`src/rtl/rlx_pkg.sv`:
```
package rlx_pkg;
    localparam int RLX_CN_W     = 12;
    localparam int RLX_TBL_W    = 5;
    localparam int RLX_RUN_W    = 6;
    localparam int RLX_LVL_W    = 12;
    localparam int RLX_ESC_BASE = 59;

    typedef enum logic [0:0] {
        RLX_IDLE      = 1'b0,
        RLX_WAIT_DIFF = 1'b1
    } rlx_state_e;
endpackage

```
`src/rtl/rlx_code_split.sv`:
```
// Classifies a code number and derives the clamped escape run.
module rlx_code_split #(
    parameter int CN_W     = 12,
    parameter int RUN_W    = 6,
    parameter int ESC_BASE = 59
) (
    input  logic [CN_W-1:0]  cn_i,
    output logic             is_esc_o,
    output logic             odd_o,
    output logic [RUN_W-1:0] run_o
);
    localparam int RUN_MAX = (1 << RUN_W) - 1;

    logic [CN_W-1:0] offs;
    logic [CN_W-1:0] half;

    always_comb begin
        is_esc_o = (cn_i >= CN_W'(ESC_BASE));
        odd_o    = cn_i[0];
        offs     = cn_i - CN_W'(ESC_BASE);
        half     = offs >> 1;
    end

    generate
        if (CN_W - 1 > RUN_W) begin : g_clamp
            always_comb begin
                if (!is_esc_o)
                    run_o = '0;
                else if (half > CN_W'(RUN_MAX))
                    run_o = RUN_W'(RUN_MAX);
                else
                    run_o = half[RUN_W-1:0];
            end
        end else begin : g_fit
            always_comb begin
                run_o = is_esc_o ? RUN_W'(half) : '0;
            end
        end
    endgenerate
endmodule

```
`src/rtl/rlx_level_join.sv`:
```
// Adds reference level and difference, saturates, applies sign.
module rlx_level_join #(
    parameter int CN_W  = 12,
    parameter int LVL_W = 12
) (
    input  logic [LVL_W-2:0]        ref_i,
    input  logic [CN_W-1:0]         diff_i,
    input  logic                    neg_i,
    output logic signed [LVL_W-1:0] level_o
);
    localparam int MAG_W   = LVL_W - 1;
    localparam int SUM_W   = ((MAG_W > CN_W) ? MAG_W : CN_W) + 1;
    localparam int MAG_MAX = (1 << MAG_W) - 1;

    logic [SUM_W-1:0] sum;
    logic [MAG_W-1:0] mag;
    logic signed [LVL_W-1:0] pos;

    always_comb begin
        sum = SUM_W'(ref_i) + SUM_W'(diff_i);
        if (sum > SUM_W'(MAG_MAX))
            mag = MAG_W'(MAG_MAX);
        else
            mag = sum[MAG_W-1:0];
        pos     = $signed({1'b0, mag});
        level_o = neg_i ? -pos : pos;
    end
endmodule

```
`src/rtl/rl_escape_dec.sv`:
```
module rl_escape_dec
    import rlx_pkg::*;
#(
    parameter int CN_W     = RLX_CN_W,
    parameter int TBL_W    = RLX_TBL_W,
    parameter int RUN_W    = RLX_RUN_W,
    parameter int LVL_W    = RLX_LVL_W,
    parameter int ESC_BASE = RLX_ESC_BASE
) (
    input  logic                    clk,
    input  logic                    rst_n,
    input  logic                    cn_valid_i,
    input  logic [CN_W-1:0]         cn_value_i,
    output logic                    cn_ready_o,
    input  logic [TBL_W-1:0]        tbl_sel_i,
    output logic [TBL_W+$clog2(ESC_BASE)-1:0] rl_idx_o,
    input  logic [RUN_W-1:0]        rl_run_i,
    input  logic signed [LVL_W-1:0] rl_level_i,
    output logic [TBL_W+RUN_W-1:0]  ref_idx_o,
    input  logic [LVL_W-2:0]        ref_abs_i,
    output logic                    out_valid_o,
    output logic [RUN_W-1:0]        out_run_o,
    output logic signed [LVL_W-1:0] out_level_o,
    output logic                    out_esc_o
);
    localparam int NIDX_W = $clog2(ESC_BASE);
    localparam int MAG_W  = LVL_W - 1;

    typedef struct packed {
        rlx_state_e              st;
        logic                    rdy;
        logic                    ovld;
        logic [RUN_W-1:0]        orun;
        logic signed [LVL_W-1:0] olvl;
        logic                    oesc;
        logic [RUN_W-1:0]        erun;
        logic                    eneg;
        logic [MAG_W-1:0]        eref;
    } regs_t;

    regs_t r_d, r_q;

    logic                    is_esc;
    logic                    cn_odd;
    logic [RUN_W-1:0]        esc_run;
    logic signed [LVL_W-1:0] esc_level;
    logic                    accept;

    rlx_code_split #(
        .CN_W    (CN_W),
        .RUN_W   (RUN_W),
        .ESC_BASE(ESC_BASE)
    ) u_split (
        .cn_i    (cn_value_i),
        .is_esc_o(is_esc),
        .odd_o   (cn_odd),
        .run_o   (esc_run)
    );

    rlx_level_join #(
        .CN_W (CN_W),
        .LVL_W(LVL_W)
    ) u_join (
        .ref_i  (r_q.eref),
        .diff_i (cn_value_i),
        .neg_i  (r_q.eneg),
        .level_o(esc_level)
    );

    always_comb begin
        r_d      = r_q;
        r_d.rdy  = 1'b1;
        r_d.ovld = 1'b0;
        accept   = cn_valid_i && r_q.rdy;
        unique case (r_q.st)
            RLX_IDLE: begin
                if (accept) begin
                    if (is_esc) begin
                        r_d.st   = RLX_WAIT_DIFF;
                        r_d.erun = esc_run;
                        r_d.eneg = cn_odd;
                        r_d.eref = ref_abs_i;
                    end else begin
                        r_d.ovld = 1'b1;
                        r_d.orun = rl_run_i;
                        r_d.olvl = rl_level_i;
                        r_d.oesc = 1'b0;
                    end
                end
            end
            RLX_WAIT_DIFF: begin
                if (accept) begin
                    r_d.st   = RLX_IDLE;
                    r_d.ovld = 1'b1;
                    r_d.orun = r_q.erun;
                    r_d.olvl = esc_level;
                    r_d.oesc = 1'b1;
                end
            end
            default: r_d.st = RLX_IDLE;
        endcase
    end

    always_ff @(posedge clk or negedge rst_n) begin
        if (!rst_n) r_q <= '0;
        else        r_q <= r_d;
    end

    assign rl_idx_o    = {tbl_sel_i, cn_value_i[NIDX_W-1:0]};
    assign ref_idx_o   = {tbl_sel_i, esc_run};
    assign cn_ready_o  = r_q.rdy;
    assign out_valid_o = r_q.ovld;
    assign out_run_o   = r_q.orun;
    assign out_level_o = r_q.olvl;
    assign out_esc_o   = r_q.oesc;
endmodule

```
`config.mk`:
```
export PLATFORM = sky130hd
export DESIGN_NAME = rl_escape_dec
export DESIGN_NICKNAME = d
export VERILOG_FILES = /design/src/rtl/rlx_pkg.sv /design/src/rtl/rlx_code_split.sv /design/src/rtl/rlx_level_join.sv /design/src/rtl/rl_escape_dec.sv
export SDC_FILE = /design/constraint.sdc
export NUM_CORES = 1
export LEC_CHECK = 0
export ABC_AREA = 1
export BUFFER_PORTS_ARGS = -buffer_cell sky130_fd_sc_hd__buf_2
export CORE_MARGIN = 4
export CORE_UTILIZATION = 32
export DETAILED_ROUTE_END_ITERATION = 8
export PLACE_DENSITY_LB_ADDON = 0.12
export SLEW_MARGIN = 30
export SYNTH_ARGS = -nofsm -noshare
export SYNTH_HDL_FRONTEND = slang
export SYNTH_SLANG_ARGS = --single-unit
```
`constraint.sdc`:
```
create_clock -name clk -period 2.86 [get_ports clk]
set_input_delay 0.143 -clock clk [delete_from_list [all_inputs] [get_ports clk]]
set_output_delay 0.143 -clock clk [all_outputs]
set_load 0.05 [all_outputs]
```
==> impl_metrics.toml <==
[outcome]
status = "finished clean"

[sta]
fmax_ghz = 0.386
setup_tns_ns = 0
finalCriticalPeriod_ns = 2.59
rsz0062_at_grt = "false"
hold_violations = 0
fin_worst_skew_ns = 0.00996
setup_viol = 0
fin_hold_ws_ns = 0.0315
relSlewSlack = 0.630
worst-slew-pin-transition_ns = 0.551
finalMaxSlewViolations = 0
finalCritPeriodShare = 0.906

[clocking]
numCtsBuffers = 5
htree_num_levels = 2
cts_tree = "yes"
cts_buffer_depth = 2
cts-root-buf = "clkbuf_8"
clk_pin_slew_ns = 0.09
clock-sinks = 40
clk_latency_ns = 0.30

[critical_path]
cp_slowest_stage_delay_ns = 0.39
r2r_start = "r_q[0]"
path_cells = "ha_2 -> inv_2 -> fa_2 -> inv_1 -> nand2_1 -> nand2_1 -> and2_4 -> nand2_4 -> nand2_4 -> nand2_4 -> nand3_4 -> nor2_4 -> ha_4 -> inv_1 -> nor2_2 -> nand3_4 -> nand2_4 -> buf_4 -> xor2_1 -> o211ai_1"
slowest_stage = "fa_2"
r2r_setup_slack_ns = 0.27
r2r_end = "out_level_o[4]"
endpoint_kind = "flip-flop"
cp.arrival_ns = 2.82
cpMostUsedCell = "nand2_4"
worstSetupPathType = "flip-flop to flip-flop"
startpoint_type = "flip-flop"
worstPathRequired_ns = 3.08
cp_max_fo = 5
ff2ff_path_depth = 20

[yosys]
synth_edf_count = 0
synth_warnings = 0
yosysTopAreaCell = "dfrtp_1"
synth_seq_cells = 40
synth_area_leaders = "dfrtp_1 32%, nand2_1 15%, buf_4 8.8%"
synth_area_per_cell_sq_um = 7.28
syn-num-nets = 495
async_flop_share = 1.00
synth_common_cells = "123 x nand2_1, 54 x inv_1, 40 x dfrtp_1"
yosys_most_used_dff = "dfrtp_1"
synth_most_common_cell = "nand2_1"
yosysTopAreaCellShare = 0.318
yosysSeqAreaShare = 0.318
synthesis.instances = 432
yosysUniqueCellTypes = 41
synthesis.area_sq_um = 3150

[global_routing]
grt_max_degree = 41
grt-ovfl-total = 0
grt_usage = 0.141
grt_pass1_vias = 2711
antenna_found_initial = 0
grt_pass1_wl_um = 13100

[layout]
fin_cells = 611
areaGrowthSynthToFinish_pct = 14.4
fin_util = 0.382
antenna_cells = 0
drive_gt1_frac = 0.284
fin_nets = 544

[route]
drt_wl_total_um = 7710
drc = 0
first_iter_violations = 84
routedWlPerCell_um = 12.6
via_count = 2701
firstDrtPassIters = 5
drtAntennaViolNets = 0
via_per_inst = 4.42

[worst_hold_path]
holdCritPathClass = "input port to flip-flop"
hold_path_startpoint = "ref_abs_i[3]"
hold_depth = 3
hold_path_end = "r_q[3]"

[floorplan]
start_util = 0.334
die_area_sq_um = 11500
die_width_um = 107
num_io_pins = 92
core_area_sq_um = 9420
std_cell_rows = 35
die_h_um = 107

[placement]
dpl.hpwl_um = 6230
gp_congestion = 0.781
io_buffers = 76
dp_cells = 598

[pwr]
peakVddDrop_uv = 296
power_mw = 2.99
p_per_area_nw_per_um2 = 831
cellLeakagePower_nw = 1.91

[flow_run]
drv_cap = 0
worst max-delay path: cells and delay by family (launching register included):
kind | cells | cell delay (ns)
and+or+nand+nor | 11 | 0.83
adders and majority gates | 3 | 0.73
xor gates and xnor gates | 1 | 0.13
DFF | 1 | 0.37
AOI/OAI and AO/OA | 1 | 0.14
buffers and inverters | 4 | 0.31
stage by stage:
stage / setup WS (ns) / cell area, sq um
final: 0.269 / 3600
after CTS: 0.0651 / 3500
after global routing: 0.0169 / 3600
after detailed placement: 0.0917 / 3400
after global placement: 0.178 / 3400
after floorplan: 0.356 / 3150
repair_timing:
| item | CTS | global route |
|---|---|---|
| buffers inserted | 0 | 4 |
| hold endpoints to repair | 0 | 40 |
| setup endpoints to repair | 0 | 4 |
| hold buffers | 0 | 1 |
| gates resized for setup | 0 | 17 |
layer usage:
layer  vias to the layer above  routed length [um]  global-route usage
met2                        66                3450               0.229
met3                         4                 478              0.0259
met1                      1201                3740               0.195
met5                         -                   0                   0
met4                         0                  49              0.0338
li1                       1430                   -                   -
worst max path at each step:
stage                       start               to  slack [ns]  cells past startpoint
after floorplan            r_q[0]  out_level_o[10]        0.36                     22
after CTS                  r_q[0]  out_level_o[10]        0.07                     22
after detailed placement   r_q[0]   out_level_o[8]        0.09                     22
final                      r_q[0]   out_level_o[4]        0.27                     20
after global placement    r_q[10]  out_level_o[10]        0.18                     18
after global routing       r_q[0]  out_level_o[10]        0.02                     22
cell families (layout without fill, tap and decap cells):
family	Yosys count	after routing	synth area share
and+or+nand+nor	212	212	0.319
buffers and inverters	101	151	0.171
AOI/OAI and AO/OA	50	50	0.0939
DFF	40	40	0.318
adders and majority gates	14	14	0.0581
xor gates and xnor gates	14	14	0.0390
other	1	1	0.00119
cell usage in the layout (no fill, tap or decap), types with 2 or more instances in the layout:
cell type | Yosys | final
clkbuf_8 | 0 | 6
nor2_4 | 2 | 4
dfrtp_1 | 40 | 40
inv_2 | 2 | 3
nand2_2 | 7 | 8
a21oi_1 | 24 | 22
nand2_4 | 4 | 4
nor2_2 | 3 | 4
nand3_4 | 1 | 2
a21oi_2 | 1 | 3
ha_2 | 0 | 4
buf_2 | 2 | 75
o21ai_0 | 12 | 12
nand2_1 | 123 | 122
clkinvlp_4 | 0 | 2
nor2_1 | 27 | 24
o21ai_1 | 2 | 2
buf_4 | 37 | 9
nand3_2 | 3 | 2
o211ai_1 | 7 | 7
nand3_1 | 26 | 26
nor3_2 | 2 | 2
inv_1 | 54 | 53
xor2_1 | 13 | 13
nand4_1 | 7 | 7
ha_1 | 13 | 8
power by group:
| part | total (mW) | internal (mW) | switching (mW) | leakage [nW] |
|---|---|---|---|---|
| sequential | 0.852 | 0.751 | 0.102 | 0.484 |
| clock | 0.425 | 0.196 | 0.229 | 0.0434 |
| combinational | 1.71 | 0.531 | 1.18 | 1.38 |
registers in the layout (all words and copies together), names as in the netlist:
register     flops
cn_ready_o       1
out_esc_o        1
out_level_o     12
out_run_o        6
out_valid_o      1
r_q             19
cell type report:
class	instances	area (sq um)
clock inverter	2	15.0
timing repair buffer	85	453
inverter	58	220
sequential	40	1000
clock buffer	6	82.6
fill	1035	5820
multi-input combinational	291	1670
tap	129	161
Power figures use the tool's default switching activity.
